`src/rtl/sabt_pkg.sv`:
```
package sabt_pkg;

  typedef enum logic [1:0] {
    CMD_ACT = 2'b00,
    CMD_RD  = 2'b01,
    CMD_WR  = 2'b10,
    CMD_PRE = 2'b11
  } sabt_cmd_e;

  // class flags of an access, one bit per counter
  typedef struct packed {
    logic conflict;
    logic miss;
    logic hit;
  } sabt_class_t;

  localparam int NUM_CLASSES = 3;

endpackage

```
`src/rtl/sabt_state.sv`:
```
module sabt_state #(
  parameter int NUM_BANKS = 16,
  parameter int ROW_W     = 14,
  localparam int BANK_W   = (NUM_BANKS > 1) ? $clog2(NUM_BANKS) : 1
) (
  input  logic                             clk,
  input  logic                             rst_n,
  input  logic                             upd_en,
  input  logic                             upd_open,
  input  logic [BANK_W-1:0]                upd_bank,
  input  logic [ROW_W-1:0]                 upd_row,
  output logic [NUM_BANKS-1:0]             open_o,
  output logic [NUM_BANKS-1:0][ROW_W-1:0]  rows_o
);

  logic [NUM_BANKS-1:0] sel_vec;

  for (genvar g = 0; g < NUM_BANKS; g++) begin : g_bank
    logic             open_q, open_d;
    logic [ROW_W-1:0] row_q, row_d;
    logic             bank_en;

    assign sel_vec[g] = (upd_bank == BANK_W'(g));
    assign bank_en    = upd_en && sel_vec[g];

    always_comb begin
      open_d = open_q;
      row_d  = row_q;
      if (bank_en) begin
        open_d = upd_open;
        if (upd_open) row_d = upd_row;
      end
    end

    always_ff @(posedge clk or negedge rst_n) begin
      if (!rst_n) begin
        open_q <= 1'b0;
        row_q  <= '0;
      end else if (bank_en) begin
        open_q <= open_d;
        row_q  <= row_d;
      end
    end

    assign open_o[g] = open_q;
    assign rows_o[g] = row_q;
  end

  logic adj_clash;
  assign adj_clash = |(open_o & (open_o >> 1));

  // neighbouring banks never open together
  p_no_adjacent_open_r10: assert property (@(posedge clk) disable iff (!rst_n)
    !adj_clash);

  // closing an already closed bank is a no-op
  p_pre_closed_noop_r6: assert property (@(posedge clk) disable iff (!rst_n)
    (upd_en && !upd_open && !(|(sel_vec & open_o))) |=> $stable(open_o));

endmodule

```
`src/rtl/sabt_check.sv`:
```
module sabt_check
  import sabt_pkg::*;
#(
  parameter int NUM_BANKS = 16,
  parameter int ROW_W     = 14,
  localparam int BANK_W   = (NUM_BANKS > 1) ? $clog2(NUM_BANKS) : 1
) (
  input  logic [1:0]                       cmd,
  input  logic [BANK_W-1:0]                bank,
  input  logic [ROW_W-1:0]                 row,
  input  logic [NUM_BANKS-1:0]             open_i,
  input  logic [NUM_BANKS-1:0][ROW_W-1:0]  rows_i,
  output logic                             in_range,
  output logic                             ok,
  output sabt_class_t                      cls,
  output logic [NUM_BANKS-1:0]             mask
);

  localparam logic [BANK_W:0] BANK_LIMIT = (BANK_W+1)'(NUM_BANKS);

  logic [NUM_BANKS-1:0] own_sel, nbr_sel;
  logic [ROW_W-1:0]     own_row;
  logic                 own_open, nbr_open, row_match;

  assign in_range = ({1'b0, bank} < BANK_LIMIT);

  for (genvar g = 0; g < NUM_BANKS; g++) begin : g_sel
    logic left_of, right_of;
    if (g > 0) begin : g_has_lo
      assign right_of = (bank == BANK_W'(g - 1));
    end else begin : g_no_lo
      assign right_of = 1'b0;
    end
    if (g < NUM_BANKS - 1) begin : g_has_hi
      assign left_of = (bank == BANK_W'(g + 1));
    end else begin : g_no_hi
      assign left_of = 1'b0;
    end
    assign own_sel[g] = in_range && (bank == BANK_W'(g));
    assign nbr_sel[g] = in_range && (left_of || right_of);
  end

  always_comb begin
    own_row = '0;
    for (int i = 0; i < NUM_BANKS; i++) begin
      if (own_sel[i]) own_row = own_row | rows_i[i];
    end
  end

  assign own_open  = |(own_sel & open_i);
  assign nbr_open  = |(nbr_sel & open_i);
  assign row_match = (own_row == row);

  always_comb begin
    ok   = 1'b0;
    cls  = '0;
    mask = '0;
    if (in_range) begin
      unique case (sabt_cmd_e'(cmd))
        CMD_ACT: begin
          ok   = !nbr_open && !own_open;
          mask = (nbr_sel | own_sel) & open_i;
        end
        CMD_RD, CMD_WR: begin
          cls.conflict = nbr_open;
          cls.hit      = !nbr_open && own_open && row_match;
          cls.miss     = !nbr_open && !(own_open && row_match);
          ok           = cls.hit;
          mask         = (nbr_sel & open_i) |
                         (own_sel & open_i & {NUM_BANKS{!row_match}});
        end
        CMD_PRE: begin
          ok = 1'b1;
        end
        default: ;
      endcase
    end
  end

endmodule

```
`src/rtl/sabt_satcnt.sv`:
```
module sabt_satcnt #(
  parameter int CNT_W = 16
) (
  input  logic             clk,
  input  logic             rst_n,
  input  logic             clr,
  input  logic             inc,
  output logic [CNT_W-1:0] count
);

  localparam logic [CNT_W-1:0] CNT_MAX = {CNT_W{1'b1}};

  logic [CNT_W-1:0] cnt_q, cnt_d;
  logic             cnt_en;

  assign cnt_en = clr || inc;

  always_comb begin
    cnt_d = cnt_q;
    if (clr)                   cnt_d = '0;
    else if (cnt_q != CNT_MAX) cnt_d = cnt_q + CNT_W'(1);
  end

  always_ff @(posedge clk or negedge rst_n) begin
    if (!rst_n)      cnt_q <= '0;
    else if (cnt_en) cnt_q <= cnt_d;
  end

  assign count = cnt_q;

  p_sat_hold_r8: assert property (@(posedge clk) disable iff (!rst_n)
    (inc && !clr && count == CNT_MAX) |=> (count == CNT_MAX));

  p_step_r8: assert property (@(posedge clk) disable iff (!rst_n)
    (inc && !clr && count != CNT_MAX) |=> (count == $past(count) + CNT_W'(1)));

  p_clear_wins_r9: assert property (@(posedge clk) disable iff (!rst_n)
    clr |=> (count == '0));

endmodule

```
`src/rtl/sabt_tracker.sv`:
```
module sabt_tracker
  import sabt_pkg::*;
#(
  parameter int NUM_BANKS = 16,
  parameter int ROW_W     = 14,
  parameter int CNT_W     = 16,
  localparam int BANK_W   = (NUM_BANKS > 1) ? $clog2(NUM_BANKS) : 1
) (
  input  logic                 clk,
  input  logic                 rst_n,
  input  logic [1:0]           prop_cmd,
  input  logic [BANK_W-1:0]    prop_bank,
  input  logic [ROW_W-1:0]     prop_row,
  input  logic                 issue,
  input  logic                 cnt_clr,
  output logic                 cmd_ok,
  output logic                 acc_hit,
  output logic                 acc_miss,
  output logic                 acc_conflict,
  output logic [NUM_BANKS-1:0] pre_mask,
  output logic [NUM_BANKS-1:0] bank_open,
  output logic [CNT_W-1:0]     hit_count,
  output logic [CNT_W-1:0]     miss_count,
  output logic [CNT_W-1:0]     conflict_count
);

  logic [NUM_BANKS-1:0][ROW_W-1:0] row_tags;
  logic                            in_range;
  sabt_class_t                     cls;
  logic                            is_access, upd_en, upd_open;

  assign is_access = (prop_cmd == CMD_RD) || (prop_cmd == CMD_WR);
  assign upd_en    = issue && cmd_ok && !is_access;
  assign upd_open  = (prop_cmd == CMD_ACT);

  sabt_state #(.NUM_BANKS(NUM_BANKS), .ROW_W(ROW_W)) u_state (
    .clk      (clk),
    .rst_n    (rst_n),
    .upd_en   (upd_en),
    .upd_open (upd_open),
    .upd_bank (prop_bank),
    .upd_row  (prop_row),
    .open_o   (bank_open),
    .rows_o   (row_tags)
  );

  sabt_check #(.NUM_BANKS(NUM_BANKS), .ROW_W(ROW_W)) u_check (
    .cmd      (prop_cmd),
    .bank     (prop_bank),
    .row      (prop_row),
    .open_i   (bank_open),
    .rows_i   (row_tags),
    .in_range (in_range),
    .ok       (cmd_ok),
    .cls      (cls),
    .mask     (pre_mask)
  );

  assign acc_hit      = cls.hit;
  assign acc_miss     = cls.miss;
  assign acc_conflict = cls.conflict;

  logic [NUM_CLASSES-1:0]            inc_vec;
  logic [NUM_CLASSES-1:0][CNT_W-1:0] cnt_vec;

  assign inc_vec = {NUM_CLASSES{issue}} & cls;

  for (genvar g = 0; g < NUM_CLASSES; g++) begin : g_cnt
    sabt_satcnt #(.CNT_W(CNT_W)) u_cnt (
      .clk   (clk),
      .rst_n (rst_n),
      .clr   (cnt_clr),
      .inc   (inc_vec[g]),
      .count (cnt_vec[g])
    );
  end

  assign hit_count      = cnt_vec[0];
  assign miss_count     = cnt_vec[1];
  assign conflict_count = cnt_vec[2];

  logic [NUM_BANKS-1:0] bank_oh;
  assign bank_oh = NUM_BANKS'(1) << prop_bank;

  p_class_onehot_r4: assert property (@(posedge clk) disable iff (!rst_n)
    (in_range && is_access) |-> $onehot({acc_hit, acc_miss, acc_conflict}));

  p_no_class_other_r4: assert property (@(posedge clk) disable iff (!rst_n)
    !is_access |-> !(acc_hit || acc_miss || acc_conflict));

  p_act_clear_nbrs_r2: assert property (@(posedge clk) disable iff (!rst_n)
    (prop_cmd == CMD_ACT && cmd_ok) |-> (pre_mask == '0));

  p_act_opens_r2: assert property (@(posedge clk) disable iff (!rst_n)
    (issue && cmd_ok && prop_cmd == CMD_ACT) |=> ((bank_open & $past(bank_oh)) != '0));

  p_illegal_hold_r7: assert property (@(posedge clk) disable iff (!rst_n)
    (issue && !cmd_ok) |=> $stable(bank_open));

  p_pre_closes_r6: assert property (@(posedge clk) disable iff (!rst_n)
    (issue && cmd_ok && prop_cmd == CMD_PRE) |=> ((bank_open & $past(bank_oh)) == '0));

endmodule

```
`config.mk`:
```
export PLATFORM = sky130hd
export DESIGN_NAME = sabt_tracker
export DESIGN_NICKNAME = d
export VERILOG_FILES = /design/src/rtl/sabt_pkg.sv /design/src/rtl/sabt_state.sv /design/src/rtl/sabt_check.sv /design/src/rtl/sabt_satcnt.sv /design/src/rtl/sabt_tracker.sv
export SDC_FILE = /design/constraint.sdc
export NUM_CORES = 1
export LEC_CHECK = 0
export ABC_AREA = 0
export BUFFER_PORTS_ARGS = -buffer_cell sky130_fd_sc_hd__buf_2
export CAP_MARGIN = 10
export CORE_MARGIN = 4
export CORE_UTILIZATION = 30
export CTS_CLUSTER_SIZE = 8
export DETAILED_ROUTE_END_ITERATION = 10
export PLACE_DENSITY = 0.51
export SYNTH_ARGS = -nofsm -noshare
export SYNTH_HDL_FRONTEND = slang
export SYNTH_SLANG_ARGS = --single-unit
```
`constraint.sdc`:
```
create_clock -name clk -period 3.9 [get_ports clk]
set_clock_uncertainty 0.1 [all_clocks]
set_input_delay 0.39 -clock clk [delete_from_list [all_inputs] [get_ports clk]]
set_output_delay 0.39 -clock clk [all_outputs]
set_load 0.05 [all_outputs]
```
### Yosys cells after proc, flatten, opt, wreduce, memory -nomap -nowiden

Cells that the tools add are included.

| operators by class | value |
|---|---|
| add/subtract/negate cells | 3 |
| equality and inequality tests | 22 |
| mux-type cells | 25 |
| bitwise logic cells | 22 |
| reductions and logical operators | 73 |

Operator list:

| operator | count |
|---|---|
| 14-bit two-way mux | 16 |
| 14-bit OR | 15 |
| 16-bit two-way mux | 6 |
| 16-bit AND | 4 |
| 16-bit by 1-bit adder with 16-bit output (second input constant) | 3 |
| 16-bit inequality test (second input constant) | 3 |
| 2-bit AND reduction | 19 |
| 4-bit == test (second input constant) | 8 |
| 16-bit OR | 2 |
| 16-bit one-hot mux with 2 select lines | 1 |
| 16-bit OR reduction | 2 |
| 1-bit logical AND | 23 |
| 1-bit logical OR | 18 |
| 4-bit by 3-bit == test with 1-bit output (second input constant) | 4 |
| 14-bit == test | 1 |
| 4-bit by 2-bit == test with 1-bit output (second input constant) | 2 |
| 2-bit nonzero test | 3 |
| 1-bit logical NOT | 5 |
| 2-bit == test (second input constant) | 2 |
| 4-bit by 1-bit == test with 1-bit output (second input constant) | 1 |
| 4-bit logical NOT | 1 |
| 3-bit AND | 1 |
| 3-bit two-way mux | 1 |
| 1-bit one-hot mux with 3 select lines | 1 |
| other kinds (3) | 3 |

| word-level totals | value |
|---|---|
| register bits | 288 |
| bits of input ports | 24 |
| output and inout bits | 84 |
| word-level logic and storage cells | 180 |

### Depth between registers and ports, before layout

| depth | value |
|---|---|
| word-level depth | 40 |
| depth in mapped cells | 15 |
| gate-level depth less buffers | 10 |

### By module

From an unflattened synthesis, not the netlist that was laid out.

| unflattened totals | value |
|---|---|
| cell total of the unflattened synthesis | 1273 |
| area, all modules | 14918.1 µm² |

By module, submodules not included:

| module | instances | cells each | area each (µm²) | seq. area each (µm²) |
|---|---|---|---|---|
| sabt_state | 1 | 579 | 9167.5 | 6005.8 |
| sabt_check | 1 | 410 | 2896.5 | 0.0 |
| sabt_satcnt (g_cnt[0].u_cnt ...) | 2 | 89 | 929.6 | 400.4 |
| sabt_satcnt (g_cnt[2].u_cnt) | 1 | 99 | 943.4 | 400.4 |
| sabt_tracker | 1 | 7 | 51.3 | 0.0 |

### Least setup slack after synthesis

OpenSTA, ideal clock, no wires.

| path | value |
|---|---|
| path type | input port to output port |
| from | input port prop_bank[3] |
| to | output port cmd_ok |
| arrival time | 3770 ps |
| required time | 3410 ps |
| slack | -360 ps |
| cell stages on the path | 13 |
| buffers on the path | 5 |
| cell sequence | buf_2 buf_6 nand2_1 buf_4 nor2_1 a221o_1 or4_1 a2111oi_2 and4_1 buf_6 buf_6 a31oi_1 o21ai_0 |

| on the way | value |
|---|---|
| word-level cells in the longest chain between the ends | 35 |
| elaborated cells on any way between the ends | 72 |
| classes of those cells | 16 x eq/ne; 17 x mux; 17 x bitwise; 22 x reduce/logical |

RTL lines:

| item | RTL line | text |
|---|---|---|
| from (decl) | sabt_tracker.sv:12 | `input logic [BANK_W-1:0] prop_bank,` |
| 4-bit logical NOT | sabt_check.sv:30, sabt_check.sv:39 |  |
| 14-bit two-way mux | sabt_check.sv:46 | `if (own_sel[i]) own_row = own_row \| rows_i[i];` |
| 14-bit OR | sabt_check.sv:46 |  |
| 14-bit two-way mux | sabt_check.sv:46 |  |
| 14-bit OR | sabt_check.sv:46 |  |
| 14-bit two-way mux | sabt_check.sv:46 |  |
| 14-bit OR | sabt_check.sv:46 |  |
| 14-bit two-way mux | sabt_check.sv:46 |  |
| (+19 left out) | - |  |
| 14-bit two-way mux | sabt_check.sv:46 |  |
| 14-bit OR | sabt_check.sv:46 |  |
| 14-bit two-way mux | sabt_check.sv:46 |  |
| 14-bit OR | sabt_check.sv:46 |  |
| 14-bit two-way mux | sabt_check.sv:46 |  |
| 14-bit == test | sabt_check.sv:52 | `assign row_match = (own_row == row);` |
| 1-bit logical AND | sabt_check.sv:66 | `cls.hit = !nbr_open && own_open && row_match;` |
| 1-bit one-hot mux with 3 select lines (*) | sabt_check.sv:59 | `unique case (sabt_cmd_e'(cmd))` |
| to (decl) | sabt_tracker.sv:16 | `output logic cmd_ok,` |

Every way passes the cells marked *; elsewhere a longest branch is shown, timed or not.

### Final worst setup path

| path | value |
|---|---|
| from | input port prop_bank[0] |
| to | output port pre_mask[11] |

| on the way | value |
|---|---|
| word-level cells in the longest chain between the ends | 37 |
| elaborated cells on any way between the ends | 57 |
| classes of those cells | 16 x eq/ne; 17 x mux; 21 x bitwise; 3 x reduce/logical |

RTL lines:

| item | RTL line | text |
|---|---|---|
| 4-bit logical NOT | sabt_check.sv:39 | `assign own_sel[g] = in_range && (bank == BANK_W'(g));` |
| 14-bit two-way mux | sabt_check.sv:46 |  |
| 14-bit OR | sabt_check.sv:46 |  |
| 14-bit two-way mux | sabt_check.sv:46 |  |
| 14-bit OR | sabt_check.sv:46 |  |
| 14-bit two-way mux | sabt_check.sv:46 |  |
| 14-bit OR | sabt_check.sv:46 |  |
| 14-bit two-way mux | sabt_check.sv:46 |  |
| (+21 left out) | - |  |
| 14-bit two-way mux | sabt_check.sv:46 |  |
| 14-bit OR | sabt_check.sv:46 |  |
| 14-bit two-way mux | sabt_check.sv:46 |  |
| 14-bit == test | sabt_check.sv:52 |  |
| 1-bit logical NOT | sabt_check.sv:70 | `(own_sel & open_i & {NUM_BANKS{!row_match}});` |
| 16-bit AND | sabt_check.sv:70 |  |
| 16-bit OR | sabt_check.sv:69 | `mask = (nbr_sel & open_i) \|` |
| 16-bit one-hot mux with 2 select lines (*) | sabt_check.sv:59 |  |
| to (decl) | sabt_tracker.sv:20 | `output logic [NUM_BANKS-1:0] pre_mask,` |

Marks and branches as above.

==> impl_metrics.env <==
export IMPL_status="finished, violations left"
export IMPL_failed_checks="negative setup slack"
export IMPL_worstPathRequired_ps=3410
export IMPL_globalRouteMet1Util=0.257
export IMPL_ys_ff_latch=288
export IMPL_core_rowCount=81
export IMPL_slew_limit_headroom=0.488
export IMPL_grt_pass1_vias=11500
export IMPL_crit_type="primary input to output pin"
export IMPL_fillers=4848
export IMPL_ys_warnings_count=0
export IMPL_gp_congestion=0.849
export IMPL_clkTransAtPathRegs_ps=50
export IMPL_wl_per_cell_microns=22.3
export IMPL_via_per_inst=5.28
export IMPL_start_util=0.304
export IMPL_cts_num_sinks=288
export IMPL_hp_class="primary input to flip-flop"
export IMPL_worst_ep_arrival_time_ps=3420
export IMPL_grt_pass1_wl_mm=73.5
export IMPL_ant_nets=0
export IMPL_root_buffer="clkbuf_16"
export IMPL_stdcell_area_sq_um=18300
export IMPL_die_x_microns=231
export IMPL_ys_top_cells_by_area="dfrtp_1, mux2_2, mux2i_1"
export IMPL_dr_first_iter_drc_count=971
export IMPL_routed_wl_mm=48.1
export IMPL_grt_antenna_before_repair=0
export IMPL_startpoint_type="primary input"
export IMPL_grt_use_total=0.178
export IMPL_drive_above_1_share=0.405
export IMPL_met3_usage=0.0311
export IMPL_multi_input_area_sq_um=7130
export IMPL_layout_nets=1523
export IMPL_drc=0
export IMPL_placed_area_sq_um=16900
export IMPL_p_leak_nw=8.72
export IMPL_fin_ws_ps=-14.0
export IMPL_slew_viol_final=0
export IMPL_place_hpwl_mm=33.6
export IMPL_grt_max_degree=96
export IMPL_synth_top_area_frac=0.483
export IMPL_period_share=1.00
export IMPL_grt_busiest_layer="met2"
export IMPL_final_cell_mix="dfrtp_1, mux2_2, buf_4"
export IMPL_setup_violations=5
export IMPL_p_per_area_nw_per_um2=421
export IMPL_die_area_sq_um=53300
export IMPL_syn_to_final_growth_pct=22.5
export IMPL_cts_tree="yes"
export IMPL_numCtsBuffers=42
export IMPL_synthFlopType="dfrtp_1"
export IMPL_holdWs_ps=217
export IMPL_crit_path_end_kind="output pin"
export IMPL_htree_levels=2
export IMPL_pre_cts_slack_ps=-329
export IMPL_syn_nets=1340
export IMPL_overflow=0
export IMPL_cap_viol_max_count=0
export IMPL_num_vias=11400
export IMPL_port_buffers=107
export IMPL_max_freq_ghz=0.255
export IMPL_fin_crit_ps=3910
export IMPL_final_common_cell="dfrtp_1"
export IMPL_synth_edf_count=0
export IMPL_final_seq_area_sq_um=7210
export IMPL_ys_async_sr_fraction=1.00
export IMPL_ios=108
export IMPL_final_util=0.373
export IMPL_synth_area_per_cell_sq_um=11.4
export IMPL_rsz0062_at_grt="true"
export IMPL_dr_pass1_iters=5
export IMPL_die_height_microns=231
export IMPL_clockBufferDepth=3
export IMPL_synthDistinctLibCells=75
export IMPL_synth_area_sq_um=14900
export IMPL_seq_area_frac_synth=0.483
export IMPL_cp_max_fo=18
export IMPL_worstMarginPinSlew_ps=748
export IMPL_synthCells=1310
export IMPL_clock_latency_ps=580
export IMPL_core_sq_um=49100
export IMPL_hold_viol=0
export IMPL_met2_usage=0.277
export IMPL_instances_no_fill=2163
export IMPL_placed_cells_incl_taps=2110
export IMPL_yosysTopAreaCell="dfrtp_1"
export IMPL_peakVddDrop_mv=0.322
## layer usage
metal / wire [microns] / share of wire / up-vias
li1: - / - / 5122
met1: 22500 / 0.47 / 5855
met2: 21800 / 0.45 / 360
met3: 2770 / 0.058 / 76
met4: 1150 / 0.024 / 0
met5: 0 / 0 / -
## stage by stage
stage	setup TNS [ps]	power, W
final	-30.5	0.00770
after CTS	-55.4	0.00779
after global routing	-1890	0.00802
after global placement	-10890	0.00443
after floorplan	-191	0.00404
after detailed placement	-9860	0.00445
## critical path: stages
cell       delay [ps]
buf_2             190
buf_12            190
buf_4             210
nor2b_1           180
a22oi_1           240
o221ai_1          200
a2111oi_4         400
xnor2_2           170
nor4_2            290
buf_4             160
nand4_1           120
buf_6             170
nor2_4             80
buf_6             130
o22ai_1            70
buf_4             210
## cell type report
cell class | count | share of cell area
Timing Repair Buffer | 264 | 0.105
Sequential cell | 288 | 0.394
Tap cell | 664 | 0.0455
Clock buffer | 44 | 0.0579
Clock inverter | 4 | 0.00465
Inverter | 14 | 0.00287
Multi-Input combinational cell | 883 | 0.390
Antenna cell | 2 | 0.000274
## power breakdown
group,switching [W],internal (W)
Sequential,0.000172,0.00322
Combinational,0.000614,0.000419
Clock,0.00135,0.00192
## synth_stat cells (8+ instances only)
cell,n
nand4_1,22
nor2b_1,34
o22ai_1,11
nor2_1,71
buf_6,8
buf_4,24
nand3_1,53
dfrtp_1,288
nand2b_1,13
mux2_1,14
a22oi_1,30
clkbuf_1,61
mux2i_1,29
a21oi_1,48
buf_2,26
or3_1,14
mux4_2,8
a221oi_1,11
and2_1,11
nand2_1,60
inv_1,13
xnor2_1,17
mux2_2,247
a31oi_1,11
and3_1,19
o21ai_0,27
## sequential cells by signal, summed over array words and instances, names as in the netlist
signal and flops:
u_state.g_bank.row_q 224, g_cnt.u_cnt.count 48, u_state.g_bank.open_q 16
## timing repair
item,CTS,global route
endpoints found under the hold margin,72,0
pin swaps,6,5
hold buffers,1,0
cloned,0,0
buffers inserted,2,2
setup endpoints to repair,19,19
resized for setup,37,21
## final timing paths
check                                                 start                           to  slack [ps]  cells past startpoint
worst max-delay path                           prop_bank[0]                 pre_mask[11]         -10                     16
worst min-delay path                            prop_row[1]  u_state.g_bank[13].row_q[1]         220                      2
worst max register to register  u_state.g_bank[14].row_q[9]     g_cnt[1].u_cnt.count[14]         390                     14
worst min register to register   u_state.g_bank[1].row_q[4]   u_state.g_bank[1].row_q[4]         400                      1
max in group asynchronous                             rst_n  u_state.g_bank[7].row_q[13]        2450                      3
min in group asynchronous                             rst_n   u_state.g_bank[8].row_q[9]         290                      2
## kinds of logic after synthesis
logic type,Yosys count,synth area share
flops,288,0.483
mux,299,0.230
buf+inv,139,0.0472
compound gates,201,0.0928
fa+ha+maj,6,0.00503
xor+xnor,24,0.0141
simple gates,353,0.128
Power figures use the tool's default switching activity.
